`config.mk`:
```
export PLATFORM = sky130hd
export DESIGN_NAME = uart_frame_tx
export DESIGN_NICKNAME = d
export VERILOG_FILES = /design/src/rtl/uart_tx_pkg.sv /design/src/rtl/uart_tx_hold.sv /design/src/rtl/uart_tx_shifter.sv /design/src/rtl/uart_frame_tx.sv
export SDC_FILE = /design/constraint.sdc
export NUM_CORES = 1
export LEC_CHECK = 0
export ABC_CLOCK_PERIOD_IN_PS = 1900
export CAP_MARGIN = 20
export CORE_AREA = 3 3 73 82
export DETAILED_ROUTE_END_ITERATION = 10
export DIE_AREA = 0 0 76 85
export SLEW_MARGIN = 20
export SYNTH_ARGS = -nofsm -noshare
export SYNTH_HDL_FRONTEND = slang
export SYNTH_SLANG_ARGS = --single-unit
```
`constraint.sdc`:
```
create_clock -name clk -period 1.9 [get_ports clk]
set_input_delay 0.38 -clock clk [delete_from_list [all_inputs] [get_ports clk]]
set_output_delay 0.38 -clock clk [all_outputs]
set_load 0.03 [all_outputs]
```
`src/rtl/uart_tx_pkg.sv`:
```
package uart_tx_pkg;

  typedef enum logic [1:0] {PH_START, PH_DATA, PH_PAR, PH_STOP} tx_phase_e;

  // number of data bits for a word-length code
  function automatic logic [3:0] word_bits(input logic [1:0] wl);
    return 4'd5 + {2'b00, wl};
  endfunction

  // codes 1..4 carry a parity bit
  function automatic logic parity_on(input logic [2:0] m);
    return (m >= 3'd1) && (m <= 3'd4);
  endfunction

  // parity bit over the selected data bits only
  function automatic logic parity_bit(input logic [7:0] d, input logic [1:0] wl,
                                      input logic [2:0] m);
    logic [7:0] mask;
    logic       odd_ones;
    mask     = 8'hFF >> (3'd3 - {1'b0, wl});
    odd_ones = ^(d & mask);
    case (m)
      3'd1:    return ~odd_ones;
      3'd2:    return odd_ones;
      3'd3:    return 1'b1;
      default: return 1'b0;
    endcase
  endfunction

  // stop period in ticks
  function automatic int stop_ticks(input logic [1:0] s, input int tpb);
    case (s)
      2'd0:    return tpb;
      2'd1:    return tpb + tpb / 2;
      default: return 2 * tpb;
    endcase
  endfunction

endpackage

```
`src/rtl/uart_tx_hold.sv`:
```
module uart_tx_hold (
  input  logic       clk,
  input  logic       rst_n,
  input  logic [7:0] in_data,
  input  logic       in_valid,
  output logic       in_ready,
  input  logic       pop,
  output logic       hold_vld,
  output logic [7:0] hold_data
);

  logic accept;
  assign accept   = in_valid && !hold_vld;
  assign in_ready = !hold_vld;

  always_ff @(posedge clk) begin
    if (!rst_n) begin
      hold_vld  <= 1'b0;
      hold_data <= '0;
    end else if (accept) begin
      hold_vld  <= 1'b1;
      hold_data <= in_data;
    end else if (pop) begin
      hold_vld  <= 1'b0;
    end
  end

  // a held byte survives until the shifter takes it
  assert_hold_kept_R9: assert property (@(posedge clk) disable iff (!rst_n)
    (hold_vld && !pop) |=> (hold_vld && $stable(hold_data)));

endmodule

```
`src/rtl/uart_tx_shifter.sv`:
```
module uart_tx_shifter #(
  parameter int TPB = 16
) (
  input  logic       clk,
  input  logic       rst_n,
  input  logic       tick,
  input  logic       load,
  input  logic [7:0] ld_data,
  input  logic [1:0] cfg_wlen,
  input  logic [2:0] cfg_parity,
  input  logic [1:0] cfg_stop,
  output logic       txd,
  output logic       active
);
  import uart_tx_pkg::*;

  localparam int CW = $clog2(2 * TPB + 1);
  localparam logic [CW-1:0] BIT_LAST = CW'(TPB - 1);

  tx_phase_e     phase;
  logic [CW-1:0] cnt;
  logic [2:0]    bit_idx;
  logic [3:0]    nbits_q;
  logic [7:0]    shreg;
  logic          par_en_q;
  logic          par_val_q;
  logic [CW-1:0] stop_last_q;

  // named internal events
  logic [CW-1:0] cur_last;
  logic          bit_done;
  logic          frame_done;
  logic          last_data;

  assign cur_last   = (phase == PH_STOP) ? stop_last_q : BIT_LAST;
  assign bit_done   = active && tick && (cnt == cur_last);
  assign frame_done = bit_done && (phase == PH_STOP);
  assign last_data  = ({1'b0, bit_idx} == (nbits_q - 4'd1));

  always_ff @(posedge clk) begin
    if (!rst_n) begin
      active      <= 1'b0;
      phase       <= PH_START;
      cnt         <= '0;
      bit_idx     <= '0;
      nbits_q     <= 4'd8;
      shreg       <= '0;
      par_en_q    <= 1'b0;
      par_val_q   <= 1'b0;
      stop_last_q <= BIT_LAST;
    end else if (load) begin
      active      <= 1'b1;
      phase       <= PH_START;
      cnt         <= '0;
      bit_idx     <= '0;
      shreg       <= ld_data;
      nbits_q     <= word_bits(cfg_wlen);
      par_en_q    <= parity_on(cfg_parity);
      par_val_q   <= parity_bit(ld_data, cfg_wlen, cfg_parity);
      stop_last_q <= CW'(stop_ticks(cfg_stop, TPB) - 1);
    end else if (active && tick) begin
      if (bit_done) begin
        cnt <= '0;
        case (phase)
          PH_START: phase <= PH_DATA;
          PH_DATA: begin
            shreg <= shreg >> 1;
            if (last_data) phase <= par_en_q ? PH_PAR : PH_STOP;
            else           bit_idx <= bit_idx + 3'd1;
          end
          PH_PAR:  phase  <= PH_STOP;
          default: active <= 1'b0;
        endcase
      end else begin
        cnt <= cnt + 1'b1;
      end
    end
  end

  always_comb begin
    if (!active) txd = 1'b1;
    else begin
      case (phase)
        PH_START: txd = 1'b0;
        PH_DATA:  txd = shreg[0];
        PH_PAR:   txd = par_val_q;
        default:  txd = 1'b1;
      endcase
    end
  end

  // a frame opens with a low line
  assert_start_low_R2: assert property (@(posedge clk) disable iff (!rst_n)
    $rose(active) |-> !txd);

  // idle line is high
  assert_idle_high_R1: assert property (@(posedge clk) disable iff (!rst_n)
    !active |-> txd);

  // tick counter never passes the end of the current bit
  assert_cnt_bound_R5: assert property (@(posedge clk) disable iff (!rst_n)
    active |-> (cnt <= cur_last));

  // cycles without a tick leave the frame position alone
  assert_no_tick_hold_R5: assert property (@(posedge clk) disable iff (!rst_n)
    (active && !tick && !load) |=> ($stable(cnt) && $stable(phase)));

  // captured format is frozen between loads
  assert_fmt_frozen_R6: assert property (@(posedge clk) disable iff (!rst_n)
    !load |=> ($stable(nbits_q) && $stable(par_en_q) && $stable(stop_last_q)));

endmodule

```
`src/rtl/uart_frame_tx.sv`:
```
module uart_frame_tx #(
  parameter int TICKS_PER_BIT = 16
) (
  input  logic       clk,
  input  logic       rst_n,
  input  logic       baud_tick,
  input  logic [1:0] cfg_wlen,
  input  logic [2:0] cfg_parity,
  input  logic [1:0] cfg_stop,
  input  logic [7:0] in_data,
  input  logic       in_valid,
  output logic       in_ready,
  output logic       txd,
  output logic       busy,
  output logic       tx_empty
);

  logic       hold_vld;
  logic [7:0] hold_data;
  logic       active;
  logic       load;

  assign load     = !active && hold_vld;
  assign busy     = active;
  assign tx_empty = !active && !hold_vld;

  uart_tx_hold u_hold (
    .clk       (clk),
    .rst_n     (rst_n),
    .in_data   (in_data),
    .in_valid  (in_valid),
    .in_ready  (in_ready),
    .pop       (load),
    .hold_vld  (hold_vld),
    .hold_data (hold_data)
  );

  uart_tx_shifter #(.TPB(TICKS_PER_BIT)) u_shift (
    .clk        (clk),
    .rst_n      (rst_n),
    .tick       (baud_tick),
    .load       (load),
    .ld_data    (hold_data),
    .cfg_wlen   (cfg_wlen),
    .cfg_parity (cfg_parity),
    .cfg_stop   (cfg_stop),
    .txd        (txd),
    .active     (active)
  );

  // empty implies idle shifter and free slot
  assert_empty_flags_R8: assert property (@(posedge clk) disable iff (!rst_n)
    tx_empty |-> (!busy && in_ready));

  // a held byte starts on the first idle edge
  assert_prompt_start_R7: assert property (@(posedge clk) disable iff (!rst_n)
    (!busy && !in_ready) |=> (busy && in_ready));

endmodule

```
==> run_results.csv, run 1 <==
group,metric,value,unit
floorplanning,dieArea,6460,sq um
place,place_inst,338,
synthesis,synth_compound_gate_area_share,13.1,%
worst_setup_path,slowest_delay,370,ps
worst_setup_path,crit_chain,"inv_2, ha_4, xnor2_4, mux2i_2, a221oi_2, nor4b_2, mux2_2",
timing,tightest_slew,367,ps
timing,relSlewSlack,75.5,%
clock_network,ctsHoldBuffers,0,
global_route,track_usage,14.3,%
synthesis,async_flop_share,0,%
global_route,grt_overflow,0,
final_layout,final_common_cell,"dfxtp_1",
floorplanning,core_area,5290,sq um
pwr,p_leak,1.03,nW
floorplanning,die_x,76,um
worst_setup_path,cp-startpoint,"u_shift.nbits_q[0]",
clock_network,clk_latency,290,ps
clock_network,clockBufferDepth,2,
floorplanning,num_rows,28,
drt,drt-total-wl,4300,um
pwr,pwr_density_cell,683,nW/um^2
synthesis,synth_xor_area_share,7.65,%
place,post-dp-hpwl,3240,um
clock_network,cts_buffers,5,
place,place_congestion,0.716,
timing,period_share,96.8,%
run_status,status,"finished clean",
synthesis,synthCells,229,
drt,drt_iter0_markers,43,
drt,drc,0,
clock_network,post_cts_buffers,0,
timing,layout_min_cycle_time,1840,ps
floorplanning,dieHeight,85,um
floorplanning,start_util,38.0,%
worst_setup_path,timing.rr.start,"u_shift.nbits_q[0]",
final_layout,multiInputGateArea,1230,sq um
drt,wl_per_cell,12.4,um
synthesis,yosysUniqueCellTypes,48,
drt,vias,1701,
synthesis,syn_nets,257,
drt,ant_nets,0,
synthesis,muxShareOfSynthArea,7.09,%
synthesis,synth_top_family_by_area,"simple AND/OR/NAND/NOR gates",
place,place_area,2460,sq um
floorplanning,boundaryPins,23,
final_layout,regArea,767,sq um
timing,setup_viol,0,
final_layout,postLayoutCellArea,2630,sq um
synthesis,yosysWarnings,0,
worst_setup_path,worstPathRequired,2090,ps
timing,slew_viol_final,0,
synthesis,synth_seq_area_share,37.8,%
pwr,power,1.79,mW
synthesis,syn_area,2010,sq um
worst_setup_path,crit_path_top_delay_cell,"mux2_2",
final_layout,instances_no_fill,346,
worst_setup_path,critPathMaxFanout,3,
clock_network,cts_sinks,38,
final_layout,diodes,0,
global_route,grt_pass1_vias,1649,
global_route,grt_pass1_wl,7550,um
clock_network,htree_levels,2,
synthesis,synth_simple_gate_area_share,23.6,%
worst_setup_path,end_kind,"flip-flop",
place,port_buffers,22,
pwr,ir_drop,0.488,mV
hold_path,min-delay-start,"cfg_wlen[0]",
timing,fmax,544,MHz
worst_setup_path,critPathLaunchType,"flip-flop",
synthesis,synth_edf_count,0,
clock_network,clk_pin_slew,70,ps
worst_setup_path,rrSetupSlack,60,ps
final_layout,syn2layout_area_growth,30.6,%
drt,first_pass_iters,4,
worst_setup_path,crit_buf_inv,1,
synthesis,ys.flop_type,"dfxtp_1",
global_route,antenna_found_initial,0,
synthesis,syn_area_per_cell,8.78,sq um
timing,rsz0062_at_grt,"true",
synthesis,synthAdderAreaFrac,5.60,%
worst_setup_path,critical_path_class,"flip-flop to flip-flop",
final_layout,nets,298,
clock_network,cts-root-buf,"clkbuf_8",
global_route,grt_max_degree,23,
timing,hold_viol_final,0,
synthesis,synth-seq-cells,38,
worst_setup_path,arrival,2030,ps
job,maxCapViolations,0,
final_layout,final_cell_mix,"dfxtp_1 (35), nor2_1 (32), buf_4 (24)",
final_layout,drive_gt1_share,21.8,%
final_layout,fillers,542,
clock_network,cts_tree,"yes",
drt,post_drt_via_cell_ratio,4.92,
worst_setup_path,cpLargestDelayFamily,"multiplexers",
timing,fin_worst_skew,5.11,ps
hold_path,hold_path.class,"input port to flip-flop",
==> report_power, final <==
group | internal, mW | switching, mW | total, mW
Clock | 0.293 | 0.285 | 0.577
Combinational | 0.178 | 0.165 | 0.342
Sequential | 0.840 | 0.0330 | 0.873
Total | 1.31 | 0.482 | 1.79
==> per-stage QoR <==
stage	hold WS (ps)	setup TNS, ps	util [%]	setup WS (ps)
after detailed placement	456	-2120	46.6	-333
after global routing	373	-23.5	49.6	-23.5
final	339	0	49.6	60.2
after global placement	450	-2050	46.6	-288
after CTS	467	-20.9	48.3	-20.9
after floorplan	432	0	-	3.99
==> worst register-to-register path, delay by kind of cell, from the launching register on <==
family | cells | cell delay, ps
DFF | 1 | 350
and+or+nand+nor | 1 | 290
muxes | 2 | 630
AOI/OAI and AO/OA | 1 | 110
buffers and inverters | 1 | 40
adders and majority gates | 1 | 160
xor gates and xnor gates | 1 | 170
==> area by class of cell <==
type / instances / share of cell area, %
multi-input combinational: 168 / 46.9
sequential: 38 / 29.2
clock inverter: 1 / 0.191
timing repair buffer: 46 / 15.2
tap: 75 / 3.57
inverter: 11 / 1.57
clock buffer: 7 / 3.29
==> registers in the layout, summed over array words and instances (netlist names), 2 cells and up <==
signal               cells
u_hold.hold_data         8
u_shift.shreg            8
u_shift.cnt              6
u_shift.nbits_q          4
u_shift.bit_idx          3
u_shift.stop_last_q      3
u_shift.phase            2
==> worst paths after layout <==
kind,to,depth (start not counted)
max reg2reg,u_shift.phase[1],7
max,u_shift.phase[1],7
min reg2reg,u_shift.par_en_q,2
min,u_shift.nbits_q[0],2
==> cells in the mapped netlist, types with 2 or more instances <==
library cell  instances  area, sq um
nor3_1                8         40.0
nor2_1               32          120
and3_1                2         12.5
nand4_1               2         12.5
nand2_1              15         56.3
o21ai_0              10         50.1
inv_1                11         41.3
nor2b_1               4         25.0
a21oi_1               7         35.0
nor4_1                7         43.8
dfxtp_1              38          761
mux2_2                2         22.5
a211oi_1              8         60.1
xnor2_1              13          114
nand3_1               5         25.0
mux2i_1              12          120
or3_1                 4         25.0
ha_1                  9          113
buf_6                 2         22.5
and4_1                2         17.5
clkbuf_1              8         30.0
xor2_1                2         17.5
==> per-layer routing <==
layer	global-route usage, %	share of wire, %
met1	17.5	47
met2	24.6	48
met3	3.40	3.7
met4	5.60	2.0
met5	0	0
==> cells by family after synthesis <==
group	Yosys count
adder cells (fa/ha/maj)	9
flip-flops	38
XOR/XNOR	16
buffers and inverters	23
AO/OA/AOI/OAI	39
multiplexers	14
AND/OR/NAND/NOR	90
==> repair_timing <==
item | 4_1_cts | 5_1_grt
resized for setup | 5 | 17
pin swaps | 3 | 3
endpoints found under the setup margin | 5 | 13
Note: power is estimated with default switching activity, not from simulation.
==> inputs of run 2 (changes only) <==
--- a/config.mk
+++ b/config.mk
@@ -10,6 +10,7 @@
 export CORE_AREA = 3 3 73 82
 export DETAILED_ROUTE_END_ITERATION = 10
 export DIE_AREA = 0 0 76 85
+export PLACE_DENSITY = 0.62
 export SLEW_MARGIN = 20
 export SYNTH_ARGS = -nofsm -noshare
 export SYNTH_HDL_FRONTEND = slang
==> run 2 against run 1 <==
Non-clock buffer count fell by 2. Clock skew down 3.2 ps. Highest routed layer unchanged. Critical path type unchanged. Worst hold slack worse by 6.5 ps. Die area stayed put.
==> run_results.csv, run 2 (synthesis results as in run 1) <==
group,metric,value,unit
worst_setup_path,arrival,2070,ps
place,place_area,2450,sq um
pwr,clockPowerShare,36.0,%
timing,setup_viol,0,
global_route,grt_max_degree,23,
floorplanning,start_util,38.0,%
run_status,status,"finished clean",
place,place_congestion,0.748,
clock_network,clockBufferDepth,2,
place,port_buffers,22,
worst_setup_path,cp-startpoint,"u_shift.nbits_q[0]",
global_route,grt_overflow,0,
floorplanning,dieArea,6460,sq um
job,maxCapViolations,0,
floorplanning,dieHeight,85,um
pwr,pwr_density_cell,721,nW/um^2
timing,rsz0062_at_grt,"true",
final_layout,drive_gt1_share,20.8,%
pwr,pwr-share-comb,17.8,%
final_layout,instances_no_fill,344,
pwr,ir_drop,0.460,mV
worst_setup_path,worstPathRequired,2080,ps
drt,vias,1682,
timing,fin_worst_skew,1.91,ps
final_layout,post-route-util,49.6,%
final_layout,nets,296,
floorplanning,die_x,76,um
final_layout,fillers,526,
clock_network,clk_latency,290,ps
timing,fmax,530,MHz
hold_path,min-delay-start,"cfg_wlen[0]",
global_route,antenna_found_initial,0,
clock_network,htree_levels,2,
clock_network,cts_tree,"yes",
drt,wl_per_cell,12.5,um
final_layout,diodes,0,
timing,setup_tns,0,ps
clock_network,cts_buffers,5,
global_route,grt_pass1_vias,1619,
worst_setup_path,end_kind,"flip-flop",
worst_setup_path,critical_path_class,"flip-flop to flip-flop",
hold_path,hold_path.class,"input port to flip-flop",
drt,post_drt_via_cell_ratio,4.89,
floorplanning,boundaryPins,23,
timing,hold_viol_final,0,
floorplanning,core_area,5290,sq um
drt,ant_nets,0,
drt,drt_iter0_markers,50,
final_layout,postLayoutCellArea,2620,sq um
drt,first_pass_iters,4,
worst_setup_path,critPathLaunchType,"flip-flop",
final_layout,final_common_cell,"dfxtp_1",
timing,layout_min_cycle_time,1890,ps
timing,relSlewSlack,77.3,%
timing,tightest_slew,339,ps
final_layout,syn2layout_area_growth,30.4,%
timing,period_share,99.3,%
pwr,internal_power,1.40,mW
drt,drc,0,
place,post-dp-hpwl,3290,um
drt,drt-total-wl,4310,um
global_route,grt_pass1_wl,7460,um
clock_network,ctsHoldBuffers,0,
pwr,swShare,26.0,%
worst_setup_path,critPathMaxFanout,3,
pwr,power_frac_seq,46.2,%
worst_setup_path,timing.rr.start,"u_shift.nbits_q[0]",
pwr,p_switching,0.491,mW
final_layout,final_cell_mix,"dfxtp_1 (34), nor2_1 (32), buf_4 (21)",
timing,slew_viol_final,0,
clock_network,cts_sinks,38,
place,place_inst,336,
global_route,track_usage,14.0,%
floorplanning,num_rows,28,
clock_network,cts-root-buf,"clkbuf_8",
pwr,p_leak,1.03,nW
final_layout,top_regs,"u_hold.hold_data: 8 flops, u_shift.shreg: 8 flops, u_shift.cnt: 6 flops",
clock_network,clk_pin_slew,80,ps
[run 2: per-layer routing]
metal	wire length [um]	global-route usage, %	up-vias	part of all wire [%]
li1	-	-	883	-
met1	2020	17.4	766	47
met2	2090	24.6	29	49
met3	163	3.61	4	3.8
met4	36	2.97	0	0.84
met5	0	0	-	0
[run 2: power by group through the flow]
stage / logic [mW] / clock network (mW) / registers, mW
floorplan: 0.200 / 0 / 0.889
global route: 0.374 / 0.736 / 0.880
detailed placement: 0.323 / 0 / 0.891
finish: 0.337 / 0.681 / 0.874
CTS: 0.339 / 0.700 / 0.872
global placement: 0.322 / 0 / 0.890
[run 2: metrics by stage]
step | power [mW] | setup WS (ps) | hold WS [ps]
floorplan | 1.09 | 3.99 | 432
global placement | 1.21 | -282 | 453
detailed placement | 1.21 | -336 | 452
CTS | 1.91 | -68.5 | 462
global route | 1.99 | -79.0 | 343
finish | 1.89 | 13.8 | 332
[run 2: worst paths after layout]
path | cells after the start | slack (ps) | endpoint
worst max-delay path | 7 | 10 | u_shift.phase[1]
worst min-delay path | 2 | 330 | u_shift.nbits_q[0]
worst max register to register | 7 | 10 | u_shift.phase[1]
worst min register to register | 2 | 460 | u_shift.par_en_q
[run 2: what timing repair did]
| action | in CTS | in global routing |
|---|---|---|
| pin swaps | 4 | 4 |
| gates resized for setup | 7 | 14 |
| endpoints found under the setup margin | 5 | 12 |
| setup buffers | 0 | 0 |
[run 2: cell type report]
| type | instances | area [sq um] | area share, % |
|---|---|---|---|
| Multi-Input combinational cell | 168 | 1220 | 46.6 |
| Sequential cell | 38 | 768 | 29.3 |
| Timing Repair Buffer | 44 | 388 | 14.8 |
| Tap cell | 75 | 93.8 | 3.58 |
| Clock buffer | 5 | 68.8 | 2.62 |
| Inverter | 11 | 41.3 | 1.57 |
| Clock inverter | 3 | 40.0 | 1.53 |
[run 2: critical path: stages (launching register included)]
cell	delay [ps]
dfxtp_4	350
inv_2	40
ha_4	160
xnor2_4	160
mux2i_2	250
a221oi_2	100
nor4b_2	340
mux2_2	370
==> inputs of run 3 (changes only) <==
--- a/config.mk
+++ b/config.mk
@@ -7,9 +7,9 @@
 export LEC_CHECK = 0
 export ABC_CLOCK_PERIOD_IN_PS = 1900
 export CAP_MARGIN = 20
-export CORE_AREA = 3 3 73 82
+export CORE_AREA = 2 2 72 81
 export DETAILED_ROUTE_END_ITERATION = 10
-export DIE_AREA = 0 0 76 85
+export DIE_AREA = 0 0 74 83
 export PLACE_DENSITY = 0.62
 export SLEW_MARGIN = 20
 export SYNTH_ARGS = -nofsm -noshare
==> run 3 against run 2 <==
Non-clock buffer count stayed put. Worst setup slack got worse by 43 ps. Clock power up 2%. Critical path type is now flip-flop to output port. The run now ends with negative setup slack left. Utilization rose by 0.47 points.
==> run_results.csv, run 3 (synthesis results as in run 1) <==
group,metric,value,unit
worst_setup_path,slowest_delay,370,ps
global_route,grtUsageMet3,3.88,%
global_route,grt_overflow,0,
place,post-place-ws,-344,ps
floorplanning,die_x,74,um
timing,fin_worst_skew,4.26,ps
clock_network,cts_buffers,5,
pwr,ir_drop,0.346,mV
final_layout,nets,296,
clock_network,htree_levels,2,
clock_network,cts_sinks,38,
clock_network,ctsHoldBuffers,0,
worst_setup_path,critical_path_class,"flip-flop to output port",
clock_network,clk_latency,290,ps
global_route,grt_max_degree,23,
pwr,power,1.91,mW
floorplanning,boundaryPins,23,
worst_setup_path,arrival,1550,ps
clock_network,clk_pin_slew,80,ps
timing,rsz0062_at_grt,"true",
floorplanning,dieHeight,83,um
drt,first_pass_iters,4,
clock_network,post_cts_buffers,0,
place,port_buffers,22,
final_layout,final_cell_mix,"dfxtp_1 (34), nor2_1 (31), buf_4 (22)",
worst_setup_path,worstPathRequired,1520,ps
drt,post_drt_via_cell_ratio,4.96,
pwr,p_leak,1.03,nW
timing,layout_min_cycle_time,1930,ps
place,post-dp-hpwl,3280,um
timing,hold_viol_final,0,
timing,fmax,518,MHz
clock_network,cts-root-buf,"clkbuf_8",
drt,drc,0,
floorplanning,core_area,5290,sq um
final_layout,final_common_cell,"dfxtp_1",
final_layout,postLayoutCellArea,2650,sq um
global_route,grt_busiest_layer,"met2",
global_route,grt_pass1_wl,7690,um
global_route,use_met1,19.8,%
place,place_inst,336,
global_route,antenna_found_initial,0,
worst_setup_path,critPathLaunchType,"flip-flop",
drt,drt-total-wl,4340,um
hold_path,hold_path.class,"input port to flip-flop",
timing,setup_viol,1,
timing,relSlewSlack,79.3,%
final_layout,diodes,0,
global_route,grt_pass1_vias,1704,
timing,period_share,102,%
global_route,grt_util_met2,26.1,%
floorplanning,start_util,38.0,%
run_status,violations,"negative setup slack",
timing,slew_viol_final,0,
worst_setup_path,end_kind,"output port",
worst_setup_path,crit_path_top_delay_cell,"dfxtp_2",
final_layout,instances_no_fill,344,
place,place_area,2450,sq um
clock_network,cts_tree,"yes",
place,place_congestion,0.768,
run_status,status,"complete, but fails checks",
global_route,track_usage,15.8,%
drt,drt_iter0_markers,41,
worst_setup_path,crit_chain,"inv_1, ha_1, a22oi_1, nand3b_1, clkdlybuf4s15_2",
drt,wl_per_cell,12.6,um
drt,vias,1707,
worst_setup_path,critPathMaxFanout,4,
floorplanning,num_rows,28,
job,maxCapViolations,0,
final_layout,syn2layout_area_growth,31.7,%
floorplanning,dieArea,6140,sq um
drt,ant_nets,0,
timing,fin_ws,-29.3,ps
final_layout,top_regs,"u_hold.hold_data: 8 flops, u_shift.shreg: 8 flops, u_shift.cnt: 6 flops",
pwr,pwr_density_cell,721,nW/um^2
timing,tightest_slew,309,ps
final_layout,drive_gt1_share,22.3,%
clock_network,clockBufferDepth,2,
-- run 3: cell types whose count changed in the layout (fill, tap and decap cells not counted), sizes merged --
| cell | delta |
|---|---|
| clkinv | -2 |
| buf | -1 |
| clkdlybuf4s15 | +1 |
| clkinvlp | +1 |
| inv | +1 |
-- run 3: critical path, delay by kind of cell, from the launching register on --
family | cells | cell delay [ps]
AOI/OAI and AO/OA | 1 | 220
and+or+nand+nor | 1 | 110
adders and majority gates | 1 | 200
DFF | 1 | 370
buffers and inverters | 2 | 360
-- run 3: report_power, final --
group	leakage [nW]	switching (mW)	internal, mW	total [mW]
logic	0.664	0.166	0.178	0.343
registers	0.313	0.0334	0.838	0.871
clock network	0.0547	0.302	0.391	0.693
total	1.03	0.501	1.41	1.91
-- run 3: final timing paths --
path | end | slack (ps) | cells past startpoint | startpoint
max reg2reg | u_shift.phase[1] | 10 | 7 | u_shift.nbits_q[0]
max | txd | -30 | 5 | u_shift.phase[1]
min | u_shift.nbits_q[0] | 330 | 2 | cfg_wlen[0]
min reg2reg | u_shift.par_en_q | 470 | 2 | u_shift.par_en_q
-- run 3: repair_timing --
item / CTS / global route
pin swaps: 3 / 5
setup endpoints to repair: 4 / 15
gates resized for setup: 4 / 19
-- run 3: routing by layer --
metal	share of wire, %	vias to the layer above
met5	0	-
met4	1.5	0
met3	3.0	8
met2	49	31
met1	47	785
li1	-	883
-- run 3: final cells by class --
class	instances	area (sq um)
Clock buffer	5	68.8
Clock inverter	3	43.8
Tap cell	75	93.8
Timing Repair Buffer	44	390
Sequential cell	38	771
Fill cell	516	2640
Multi-Input combinational cell	168	1240
Inverter	11	43.8
-- run 3: per-stage QoR --
step	setup TNS (ps)	util (%)	hold WS (ps)
floorplan	0	-	432
global placement	-2090	46.3	452
detailed placement	-2180	46.3	459
CTS	-74.0	48.4	470
global route	-121	50.0	344
finish	-29.3	50.0	332
